### config.mk
export PLATFORM = sky130hd
export DESIGN_NAME = sar_conv_seq
export DESIGN_NICKNAME = d
export VERILOG_FILES = /design/src/rtl/sar_seq_pkg.sv /design/src/rtl/sar_clk_div.sv /design/src/rtl/sar_bit_engine.sv /design/src/rtl/sar_seq_ctrl.sv /design/src/rtl/sar_conv_seq.sv
export SDC_FILE = /design/constraint.sdc
export NUM_CORES = 1
export LEC_CHECK = 0
export ABC_AREA = 1
export BUFFER_PORTS_ARGS = -buffer_cell sky130_fd_sc_hd__buf_2
export CAP_MARGIN = 10
export CORE_MARGIN = 1.5
export CORE_UTILIZATION = 40
export CTS_CLUSTER_DIAMETER = 30
export DETAILED_ROUTE_END_ITERATION = 7
export GPL_TIMING_DRIVEN = 0
export SLEW_MARGIN = 20
export SYNTH_ARGS = -nofsm -noshare
export SYNTH_HDL_FRONTEND = slang
export SYNTH_SLANG_ARGS = --single-unit
### constraint.sdc
create_clock -name clk_i -period 2.6 [get_ports clk_i]
set_clock_uncertainty 0.05 [all_clocks]
set_input_delay 0.52 -clock clk_i [delete_from_list [all_inputs] [get_ports clk_i]]
set_output_delay 0.52 -clock clk_i [all_outputs]
set_load 0.005 [all_outputs]
### src/rtl/sar_seq_pkg.sv
package sar_seq_pkg;
  localparam int unsigned RES_W     = 10;
  localparam int unsigned WORD_W    = 16;
  localparam int unsigned PRE_W     = 7;
  localparam int unsigned SEL_W     = 3;
  localparam int unsigned NORM_LEN  = 13;
  localparam int unsigned FIRST_LEN = 25;
endpackage

### src/rtl/sar_clk_div.sv
module sar_clk_div #(
  parameter int unsigned PRE_W = sar_seq_pkg::PRE_W,
  parameter int unsigned SEL_W = sar_seq_pkg::SEL_W
) (
  input  logic             clk_i,
  input  logic             rst_ni,
  input  logic             en_i,
  input  logic [SEL_W-1:0] sel_i,
  output logic             tick_o
);
  logic [PRE_W-1:0] cnt_q;
  logic [PRE_W-1:0] mask;

  // mask = divisor - 1; select 0 and 1 both give /2
  always_comb begin
    mask = '0;
    for (int i = 0; i < PRE_W; i++) begin
      if (i == 0 || i < int'(sel_i)) mask[i] = 1'b1;
    end
  end

  assign tick_o = en_i & ((cnt_q & mask) == mask);

  always_ff @(posedge clk_i or negedge rst_ni) begin
    if (!rst_ni)    cnt_q <= '0;
    else if (!en_i) cnt_q <= '0;
    else            cnt_q <= cnt_q + PRE_W'(1);
  end

  p_tick_gap_r1: assert property (@(posedge clk_i) disable iff (!rst_ni)
    tick_o |=> !tick_o);
  p_idle_cnt_r1: assert property (@(posedge clk_i) disable iff (!rst_ni)
    !en_i |=> (cnt_q == '0));
endmodule

### src/rtl/sar_bit_engine.sv
module sar_bit_engine #(
  parameter int unsigned RES_W = sar_seq_pkg::RES_W
) (
  input  logic             clk_i,
  input  logic             rst_ni,
  input  logic             clr_i,
  input  logic             arm_i,
  input  logic             step_i,
  input  logic             cmp_i,
  output logic [RES_W-1:0] code_o
);
  logic [RES_W-1:0] sar_q;
  logic [RES_W-1:0] mask_q;
  logic [RES_W-1:0] kept;

  assign kept   = cmp_i ? sar_q : (sar_q & ~mask_q);
  assign code_o = sar_q;

  always_ff @(posedge clk_i or negedge rst_ni) begin
    if (!rst_ni) begin
      sar_q  <= '0;
      mask_q <= '0;
    end else if (clr_i) begin
      sar_q  <= '0;
      mask_q <= '0;
    end else if (arm_i) begin
      sar_q  <= {1'b1, {(RES_W-1){1'b0}}};
      mask_q <= {1'b1, {(RES_W-1){1'b0}}};
    end else if (step_i) begin
      sar_q  <= kept | (mask_q >> 1);
      mask_q <= mask_q >> 1;
    end
  end

  p_mask_onehot_r4: assert property (@(posedge clk_i) disable iff (!rst_ni)
    $onehot0(mask_q));
  p_step_has_trial_r4: assert property (@(posedge clk_i) disable iff (!rst_ni)
    step_i |-> (mask_q != '0));
endmodule

### src/rtl/sar_seq_ctrl.sv
module sar_seq_ctrl #(
  parameter int unsigned RES_W     = sar_seq_pkg::RES_W,
  parameter int unsigned NORM_LEN  = sar_seq_pkg::NORM_LEN,
  parameter int unsigned FIRST_LEN = sar_seq_pkg::FIRST_LEN
) (
  input  logic clk_i,
  input  logic rst_ni,
  input  logic en_i,
  input  logic start_i,
  input  logic free_run_i,
  input  logic tick_i,
  output logic busy_o,
  output logic clr_o,
  output logic arm_o,
  output logic step_o,
  output logic done_o
);
  localparam int unsigned CNT_W = $clog2(FIRST_LEN + 1);

  logic             busy_q, first_q;
  logic [CNT_W-1:0] tcnt_q, tnext, len, off;
  logic             start_acc, tick_b;

  assign len       = first_q ? CNT_W'(FIRST_LEN) : CNT_W'(NORM_LEN);
  assign off       = len - CNT_W'(RES_W + 1);  // sample/settle ticks before MSB trial
  assign tnext     = tcnt_q + CNT_W'(1);
  assign start_acc = en_i & start_i & ~busy_q;
  assign tick_b    = busy_q & tick_i;

  assign arm_o  = tick_b & (tnext == off);
  assign step_o = tick_b & (tnext > off) & (tnext < len);
  assign done_o = tick_b & (tnext == len);
  assign clr_o  = ~en_i | start_acc;
  assign busy_o = busy_q;

  always_ff @(posedge clk_i or negedge rst_ni) begin
    if (!rst_ni) begin
      busy_q  <= 1'b0;
      first_q <= 1'b1;
      tcnt_q  <= '0;
    end else if (!en_i) begin
      busy_q  <= 1'b0;
      first_q <= 1'b1;
      tcnt_q  <= '0;
    end else if (start_acc) begin
      busy_q  <= 1'b1;
      tcnt_q  <= '0;
    end else if (done_o) begin
      busy_q  <= free_run_i;
      first_q <= 1'b0;
      tcnt_q  <= '0;
    end else if (tick_b) begin
      tcnt_q  <= tnext;
    end
  end

  p_len_bound_r2: assert property (@(posedge clk_i) disable iff (!rst_ni)
    busy_q |-> (tcnt_q < len));
  p_abort_r10: assert property (@(posedge clk_i) disable iff (!rst_ni)
    !en_i |=> (!busy_q && first_q));
  p_single_end_r5: assert property (@(posedge clk_i) disable iff (!rst_ni)
    (done_o && !free_run_i) |=> !busy_q);
  p_back_to_back_r6: assert property (@(posedge clk_i) disable iff (!rst_ni)
    (done_o && free_run_i) |=> (busy_q && tcnt_q == '0));
endmodule

### src/rtl/sar_conv_seq.sv
module sar_conv_seq #(
  parameter int unsigned RES_W     = sar_seq_pkg::RES_W,
  parameter int unsigned WORD_W    = sar_seq_pkg::WORD_W,
  parameter int unsigned PRE_W     = sar_seq_pkg::PRE_W,
  parameter int unsigned SEL_W     = sar_seq_pkg::SEL_W,
  parameter int unsigned NORM_LEN  = sar_seq_pkg::NORM_LEN,
  parameter int unsigned FIRST_LEN = sar_seq_pkg::FIRST_LEN
) (
  input  logic              clk_i,
  input  logic              rst_ni,
  input  logic              en_i,
  input  logic              start_i,
  input  logic              free_run_i,
  input  logic              irq_en_i,
  input  logic              left_just_i,
  input  logic [SEL_W-1:0]  presc_sel_i,
  input  logic              flag_clr_i,
  input  logic              irq_ack_i,
  input  logic              cmp_i,
  output logic [RES_W-1:0]  dac_code_o,
  output logic              busy_o,
  output logic              flag_o,
  output logic              irq_o,
  output logic [WORD_W-1:0] result_o
);
  localparam int unsigned PAD_W = WORD_W - RES_W;

  logic             tick, clr, arm, step, done;
  logic [RES_W-1:0] code;
  logic [RES_W-1:0] res_q;
  logic             flag_q;

  sar_clk_div #(.PRE_W(PRE_W), .SEL_W(SEL_W)) u_div (
    .clk_i, .rst_ni, .en_i, .sel_i(presc_sel_i), .tick_o(tick)
  );

  sar_seq_ctrl #(.RES_W(RES_W), .NORM_LEN(NORM_LEN), .FIRST_LEN(FIRST_LEN)) u_ctrl (
    .clk_i, .rst_ni, .en_i, .start_i, .free_run_i, .tick_i(tick),
    .busy_o, .clr_o(clr), .arm_o(arm), .step_o(step), .done_o(done)
  );

  sar_bit_engine #(.RES_W(RES_W)) u_sar (
    .clk_i, .rst_ni, .clr_i(clr), .arm_i(arm), .step_i(step), .cmp_i, .code_o(code)
  );

  always_ff @(posedge clk_i or negedge rst_ni) begin
    if (!rst_ni) begin
      res_q  <= '0;
      flag_q <= 1'b0;
    end else begin
      if (done) res_q <= code;
      if (done)                         flag_q <= 1'b1;
      else if (flag_clr_i || irq_ack_i) flag_q <= 1'b0;
    end
  end

  assign dac_code_o = code;
  assign flag_o     = flag_q;
  assign irq_o      = flag_q & irq_en_i;
  assign result_o   = left_just_i ? {res_q, {PAD_W{1'b0}}} : {{PAD_W{1'b0}}, res_q};

  p_flag_src_r7: assert property (@(posedge clk_i) disable iff (!rst_ni)
    $rose(flag_q) |-> $past(done));
  p_res_atomic_r11: assert property (@(posedge clk_i) disable iff (!rst_ni)
    !$stable(res_q) |-> $past(done));
  p_done_sets_r7: assert property (@(posedge clk_i) disable iff (!rst_ni)
    done |=> flag_q);
endmodule

==> results of run 1 <==
## area by class of cell
class / count / area [sq um]
Clock inverter: 2 / 37.54
Clock buffer: 6 / 82.58
Buffer: 9 / 56.30
Fill cell: 593 / 3022
Tap cell: 75 / 93.84
Timing Repair Buffer: 39 / 197.7
Multi-Input combinational cell: 207 / 1086
Sequential cell: 45 / 1129
Inverter: 57 / 216.5
## cell families (layout without fill, tap and decap cells)
family | after synthesis | count (layout) | share of synthesized area, %
DFF | 45 | 45 | 45.97
adders and majority gates | 8 | 8 | 4.082
buffers and inverters | 66 | 113 | 11.12
xor gates and xnor gates | 2 | 2 | 0.7144
and+or+nand+nor | 145 | 145 | 25.97
AOI/OAI and AO/OA | 52 | 52 | 12.14
## per-stage QoR
step | std cells | util (%)
6_report | 440 | 48.96
2_1_floorplan | 318 | -
5_1_grt | 440 | 48.96
3_5_place_dp | 432 | 46.30
4_1_cts | 440 | 48.46
3_3_place_gp | 432 | 46.30
## how the worst max path moves through the flow
stage                                       startpoint                     endpoint  slack (ns)  depth (start not counted)
after detailed placement  u_ctrl.tcnt_q[0]$_DFFE_PN0P_  u_sar.mask_q[9]$_DFFE_PN0P_       -0.01                         14
after floorplan           u_ctrl.tcnt_q[0]$_DFFE_PN0P_  u_sar.mask_q[9]$_DFFE_PN0P_        0.37                         14
after global routing      u_ctrl.tcnt_q[1]$_DFFE_PN0P_  u_sar.mask_q[9]$_DFFE_PN0P_        0.04                         12
after CTS                 u_ctrl.tcnt_q[0]$_DFFE_PN0P_  u_sar.mask_q[1]$_DFFE_PN0P_        0.03                         14
after global placement    u_ctrl.tcnt_q[0]$_DFFE_PN0P_  u_sar.mask_q[1]$_DFFE_PN0P_        0.04                         14
final                     u_ctrl.tcnt_q[0]$_DFFE_PN0P_  u_sar.mask_q[1]$_DFFE_PN0P_        0.26                         12
## Yosys cell counts, types with 2 or more instances
| cell | instances |
|---|---|
| inv_1 | 55 |
| clkbuf_1 | 5 |
| nor3_1 | 3 |
| ha_1 | 8 |
| nand2_4 | 2 |
| nor2_1 | 30 |
| nand2_1 | 81 |
| nand3_2 | 3 |
| dfrtp_1 | 44 |
| nand2_2 | 5 |
| o21ai_2 | 6 |
| a22o_1 | 4 |
| xor2_1 | 2 |
| nor2_2 | 3 |
| nand4_1 | 3 |
| o21ai_0 | 34 |
| buf_4 | 2 |
| buf_6 | 2 |
| a21oi_1 | 8 |
| nand3_1 | 13 |
## sequential cells by signal (all words and copies together), names as in the netlist
register	cells
res_q	10
u_sar.code_o	10
u_sar.mask_q	10
u_div.cnt_q	7
u_ctrl.tcnt_q	5
flag_o	1
u_ctrl.busy_o	1
u_ctrl.first_q	1
## layer usage
| metal | up-vias | routed length, um | GRT usage (%) |
|---|---|---|---|
| li1 | 1075 | - | - |
| met1 | 928 | 2492 | 22.50 |
| met2 | 36 | 2262 | 25.87 |
| met3 | 6 | 140 | 3.034 |
| met4 | 0 | 67 | 5.172 |
| met5 | - | 0 | 0 |
## power groups by stage
| stage | clock, mW | combinational, mW | sequential [mW] |
|---|---|---|---|
| 6_report | 0.555 | 0.0815 | 0.711 |
| 5_1_grt | 0.593 | 0.0936 | 0.713 |
| 4_1_cts | 0.573 | 0.0831 | 0.711 |
| 3_5_place_dp | 0 | 0.0828 | 0.725 |
| 3_3_place_gp | 0 | 0.0832 | 0.725 |
| 2_1_floorplan | 0 | 0.0451 | 0.724 |
## repair_timing
action / in CTS / in global routing
endpoints found under the setup margin: 14 / 20
pin swaps: 0 / 0
gates resized for setup: 1 / 5
## placed cells by master (no fill, tap or decap)
| cell | synthesis | final |
|---|---|---|
| nand2_1 | 81 | 81 |
| inv_1 | 55 | 55 |
| dfrtp_1 | 44 | 43 |
| buf_2 | 0 | 38 |
| o21ai_0 | 34 | 34 |
| nor2_1 | 30 | 29 |
| nand3_1 | 13 | 13 |
| a21oi_1 | 8 | 8 |
| ha_1 | 8 | 7 |
| o21ai_2 | 6 | 6 |
| clkbuf_8 | 0 | 6 |
| nand2_2 | 5 | 5 |
| clkbuf_1 | 5 | 5 |
| nor2_2 | 3 | 4 |
| a22o_1 | 4 | 4 |
| buf_4 | 2 | 3 |
| nand4_1 | 3 | 3 |
| nand3_2 | 3 | 3 |
| nor3_1 | 3 | 3 |
| nand2_4 | 2 | 2 |
| buf_6 | 2 | 2 |
| xor2_4 | 0 | 1 |
| xor2_1 | 2 | 1 |
| nor2_4 | 1 | 1 |
| inv_2 | 1 | 1 |
| inv_4 | 1 | 1 |
| nand3b_1 | 1 | 1 |
| ha_4 | 0 | 1 |
| clkinvlp_4 | 0 | 1 |
| bufinv_16 | 0 | 1 |
| dfstp_2 | 1 | 1 |
| dfrtp_2 | 0 | 1 |
==> results summary, run 1 <==
The data required time of the critical path is 2.72 ns. In this run the clock root is driven by a clkbuf_8. The flow ran to the end, and the final reports show no timing, DRC or antenna violations. The highest-delay cell along the critical path is dfrtp_2.

Together, buffers and inverters on the worst path number 3. The share of the synthesized area in the top cell type came out at 44.90%. The netlist area before placement is 2452 sq um.

The total clock sinks came out at 45. The maximum fanout encountered on the critical timing path is 10. The number of global-route vias before repair came out at 1,759. The worst register-to-register path has a setup slack of 0.26 ns. The routed via count divided by cell count came out at 4.648. The number of remaining DRC errors came out at 0. Final hold analysis gives a worst-case slack of 0.1576 ns. The async set-reset flop share out of synthesis is 100.0%. The worst register-to-register path ends at u_sar.mask_q[1]$_DFFE_PN0P_.

The H-tree level count came out at 2. The source-to-sink clock delay at the later pin of the worst-skew pair came out at 0.30 ns. The placed cell area came out at 2741 sq um. The number of pins with negative max-slew slack in the final report is 0. The total half-perimeter wirelength after legalization and detailed placement came out at 3711 um.

The number of buffers inserted by port buffering came out at 39. In this run, distinct cell masters in the synthesized netlist total 25. The congestion estimate from routability-driven global placement came to 0.8721. The worst setup timing slack at the placement stage is -0.01159 ns. The count of standard-cell rows came out at 28. In the finished design, the share of the clock period the worst path needs comes to 89.81%.

The proportion of total power due to net switching came out at 22.57%. Wires add up to 4962 um. Yosys printed 0 warnings. The maximum number of pins on one net before global-route repair is 46. Before antenna repair, the detailed router went through 4 iterations. The gate count of the mapped netlist came out at 318. Traced cell by cell, the critical path runs through ha_4 -> xor2_4 -> ha_1 -> inv_1 -> nand3_1 -> nor2_2 -> nand3_2 -> nand2_2 -> inv_2 -> nand2_4 -> buf_6 -> o21ai_0. The final count of hold timing violations is 0. The startpoint of the worst-slack reg-to-reg timing path is u_ctrl.tcnt_q[0]$_DFFE_PN0P_. The global-route total usage across every layer is 16.34%. The minimum clock period came out at 2.335 ns. At the pin with the least slew margin, the transition time is 0.5902 ns. Summed over all instances, the cell type with the most area after synthesis is dfrtp_1. The post-detailed-route count of antenna-violating nets is 0. The sum of overflow across all layers after global routing is 0.

The share of total power dissipated in the clock network is 41.2%. From synthesis to final layout, the design area changed by 18.21%. The worst-case clock buffer depth came out at 2. The kind of critical path is reg -> reg. 42 I/O pins were placed.

The total negative slack is 0 ns. The type of the most critical hold path is in -> async. The final total power came out at 1.348 mW. The element type at the critical path end is a flop.

In the post-route analysis, the smallest setup slack over all paths is 0.2649 ns. The number of buffers inserted for hold repair after clock tree synthesis came out at 0. Per report_power, the combinational group accounts for 6.0% of the total. Of the cells placed in the final design, the portion with a size suffix greater than 1 is 21.37%. The internal power of the cells totals 1.044 mW. The fraction of power consumed by sequential logic came out at 52.8%. The number of DRC markers in iteration 0 came out at 105. When the netlist entered floorplanning its net count stood at 339.

The number of antenna diodes in the final layout is 0. The total non-filler cell area in the finished layout is 2899 sq um. Setup violations remaining at the end of the flow were counted as 0.

The cell count of the worst reg-to-reg path is 12. The area of the die came out at 6610 sq um. The worst setup path is launched from a flop.

Setup repair after global routing left no endpoint under its margin. The number of vias in the routed layout is 2,045. The largest single stage delay on the critical path is 0.48 ns. The clock-pin slew of the registers on the worst-case setup and hold paths came out at 0.09 ns. The power density relative to cell area came out at 464.9 nW/um^2.

The static leakage is 1.578 nW. The die width is 81.30 um. After detailed routing, the average wire length per cell comes to 11.28 um. The tool flagged a number of max-cap violations equal to 0.

Yosys attributes the largest share of cell area to dfrtp_1 (45%), nand2_1 (12%), inv_1 (8.4%). For this run, the leading register cell type out of synthesis is dfrtp_1. The overall die height is 81.30 um.

Grouping stages by cell kind, the critical path spends the most delay in simple AND/OR/NAND/NOR gates. The post-synthesis sequential area ratio is 45.97%. The number of flip-flops and latches in the synthesized netlist is 45.

The net switching component of the power came out at 0.3041 mW. The per-instance average area after synthesis came out at 7.712 sq um. The first-pass GRT wire length is 8280 um. The number of nets in the layout is 385. The worst slew slack as a fraction of its limit is 60.65%. The core region is 5921 sq um. Clock tree synthesis inserted a total of 5 buffers. The starting density of the core came out at 41.42%. IR analysis of the VDD net gives a maximum drop of 0.2920 mV. TritonCTS built the clock tree. The number of buffers added for setup after CTS is 0.

The count of flip-flops with a built-in enable after synthesis is 0. The initial antenna violation count came out at 0. Based on the critical path, the design can be clocked at up to 428.2 MHz. The worst path arrival time came out at 2.46 ns.
No activity file was read; power rests on OpenSTA's default activity.
==> run 2, diff against run 1 <==
Clock period 2.6 ns to 2.15 ns, I/O delays scaled along.
==> run 2 against run 1 <==
Via count increased by 1.9%. Non-clock buffer count is 11 higher. Largest cell class is now multi-input gates. Die area is the same. Sequential cell count unchanged. Worst setup slack got worse by 0.22 ns.
==> results summary, run 2 (synthesized netlist as in run 1, its figures left out) <==
The flow ran to the end, and the final reports show no timing, DRC or antenna violations. The worst-case clock buffer depth came out at 2 (unchanged). The initial antenna violation count is 0 (unchanged). The library cell used most frequently in the layout, excluding fill and tap cells, is nand2_1.

The number of vias in the routed layout came out at 2,083 (+1.9%). The number of DRC markers in iteration 0 came out at 81 (-23%). The number of buffers inserted for hold repair after clock tree synthesis is 0 (unchanged). On the critical path, the stage with the largest delay is an instance of dfrtp_2. The library cell used as clock root buffer is clkbuf_8. The number of buffers inserted by port buffering came out at 39 (unchanged). The total clock sinks came out at 45 (unchanged). The number of pins with negative max-slew slack in the final report came to 0 (unchanged).

In the layout the commonest cells are nand2_1 (75), inv_1 (53), dfrtp_1 (43), buf_2 (39), nor2_1 (27). Traced cell by cell, the critical path runs through ha_4 -> xor2_4 -> ha_1 -> inv_1 -> a21oi_2 -> nor2_2 -> nor2_2 -> nand2_4 -> nand2_8 -> buf_8 -> nand3_2 -> nand2_1. The post-detailed-route count of antenna-violating nets is 0 (unchanged). The source-to-sink clock delay at the later pin of the worst-skew pair is 0.30 ns (about the same). The overall die height came to 81.30 um (unchanged). The routed wire length came to 5172 um (+4.2%). The sum of overflow across all layers after global routing is 0 (unchanged).

The worst slew slack as a fraction of its limit came out at 61.67% (+1.0 points). The maximum VDD drop came to 0.3483 mV (+19%). The number of filler instances in the final layout is 576 (-2.9%).

The minimum clock period is 2.100 ns (-0.2349 ns). The final setup violation count came out at 0 (unchanged). The number of global-route vias before repair came to 1,893 (+7.6%). The total CTS buffers came out at 5 (unchanged). The maximum number of pins on one net before global-route repair came to 46 (unchanged). The power density relative to cell area is 547.9 nW/um^2 (+18%). The cell count after placement came out at 432 (unchanged).

The count of buffer and inverter cells on the critical path was 2 (-1). The area of the die is 6610 sq um (unchanged). The final standard cell utilization of the core came out at 53.51% (+4.5 points). STA classifies the critical path endpoint as a flop. The static leakage was 1.676 nW (+6.2%). The achievable frequency is 476.1 MHz (+11%). The H-tree level count is 2 (unchanged).

The data required time of the critical path is 2.34 ns (-0.38 ns). The first-pass GRT wire length is 8618 um (+4.1%). The antenna diode count was 0 (unchanged). The fraction of power consumed by sequential logic came to 49.6% (-3.2 points). Among the stages of the critical path, the cell type that occurs most often is nor2_2. TritonCTS built the clock tree.

The proportion of total power due to net switching is 21.68% (-0.89 points). The routed via count divided by cell count is 4.619 (-0.63%). The storage element area came to 1129 sq um (unchanged). The fraction of power consumed by combinational cells came out at 6.9% (+0.9 points).

The net switching component of the power came to 0.3762 mW (+24%). The share of post-route cells with drive strength above 1 came out at 29.79% (+8.4 points). The number of nets in the layout came to 396 (+2.9%).

The path class of the tightest hold or removal check is in -> async. The final count of hold timing violations came out at 0 (unchanged). The number of remaining DRC errors came out at 0 (unchanged). The largest stage delay on the critical path came out at 0.44 ns (-0.04 ns). The maximum fanout encountered on the critical timing path is 5 (-5).

The total half-perimeter wirelength after legalization and detailed placement came to 3779 um (+1.8%). The max-capacitance violation count came out at 0 (unchanged). The clock network fraction of design power was 43.5% (+2.3 points). The worst path arrival time came out at 2.29 ns (-0.17 ns). The first-pass detailed-route iteration total is 4 (unchanged). The placeable core region came out at 5921 sq um (unchanged). The worst setup path is launched from a flop. The global-route total usage across every layer came to 17.20% (+0.86 points). The multi-input gate area in the final layout came out at 1199 sq um (+10%). The die width is 81.30 um (unchanged). The clock-pin slew of the registers on the worst-case setup and hold paths is 0.09 ns (about the same). The synthesis-to-layout area growth came out at 29.18%.

The top-level I/O count was 42 (unchanged). The last weighted congestion value of the routability-driven placer came out at 0.8073 (-7.4%). Setup repair after global routing could not meet its margin everywhere.

The starting density of the core is 41.42% (unchanged). The count of standard-cell rows is 28 (unchanged). The cell-internal power was 1.359 mW (+30%). The final critical-path share of the clock period is 97.69% (+7.9 points). The transition at the pin with the smallest max-transition slack is 0.5749 ns (-0.01532 ns). The family with the most delay on the worst path is simple AND/OR/NAND/NOR gates. The non-filler instance count after layout came to 451 (+2.5%).

The mean routed wirelength per cell came to 11.47 um (+1.7%). The worst setup path is of the reg -> reg kind.
## run 2: changes by cell type in the layout (fill, tap and decap cells not counted), sizes merged
cell      previous run  this run
buf                 43        55
bufinv               1         2
clkbuf              11         9
clkinv               0         1
clkinvlp             1         0
## run 2: layout make-up
cell class                 instances  area share, %
multi-input combinational        207          37.84
sequential                        45          35.62
timing repair buffer              50          10.11
inverter                          57          7.070
tap                               75          2.962
clock buffer                       5          2.172
buffer                             9          2.172
clock inverter                     3          2.054
## run 2: per-layer routing
layer	vias up	track usage, %	routed length [um]
li1	1100	-	-
met1	947	23.13	2508
met2	32	27.27	2416
met3	4	3.371	169
met4	0	6.552	76
met5	-	0	0
## run 2: power by group through the flow
stage                     sequential, mW  combinational, mW  clock [mW]
final                              0.860              0.120       0.755
after global routing               0.861              0.136       0.805
after CTS                          0.860              0.118       0.773
after detailed placement           0.877              0.102           0
after global placement             0.877              0.100           0
after floorplan                    0.876             0.0546           0
## run 2: timing repair
item                                    CTS  global route
endpoints found under the setup margin   31            30
gates cloned                              1             0
setup buffers                             7             3
resized for setup                        18            34
pin swaps                                 9             9
## run 2: path summary, 6_finish.rpt
check | startpoint | to | slack (ns) | cells past startpoint
max | u_ctrl.tcnt_q[0]$_DFFE_PN0P_ | u_sar.code_o[9]$_DFFE_PN0P_ | 0.05 | 12
min | rst_ni | u_div.cnt_q[6]$_DFF_PN0_ | 0.07 | 1
max reg2reg | u_ctrl.tcnt_q[0]$_DFFE_PN0P_ | u_sar.code_o[9]$_DFFE_PN0P_ | 0.05 | 12
min reg2reg | u_div.cnt_q[6]$_DFF_PN0_ | u_div.cnt_q[6]$_DFF_PN0_ | 0.42 | 1
max in group asynchronous | rst_ni | u_ctrl.tcnt_q[0]$_DFFE_PN0P_ | 1.56 | 1
min in group clk_i | en_i | u_ctrl.first_q$_DFFE_PN1P_ | 0.29 | 2
## run 2: metrics by stage
| stage | cell area (sq um) | hold slack, ns | setup TNS [ns] | total power [mW] | setup slack, ns |
|---|---|---|---|---|---|
| 2_1_floorplan | 2465 | 0.08441 | 0 | 0.9303 | 0.01729 |
| 3_3_place_gp | 2754 | 0.3967 | -5.153 | 0.9776 | -0.2958 |
| 3_5_place_dp | 2754 | 0.4039 | -5.332 | 0.9791 | -0.3053 |
| 4_1_cts | 3060 | 0.2903 | -0.001463 | 1.752 | -0.001463 |
| 5_1_grt | 3168 | 0.1188 | -0.5490 | 1.803 | -0.06116 |
| 6_report | 3168 | 0.06699 | 0 | 1.736 | 0.04977 |
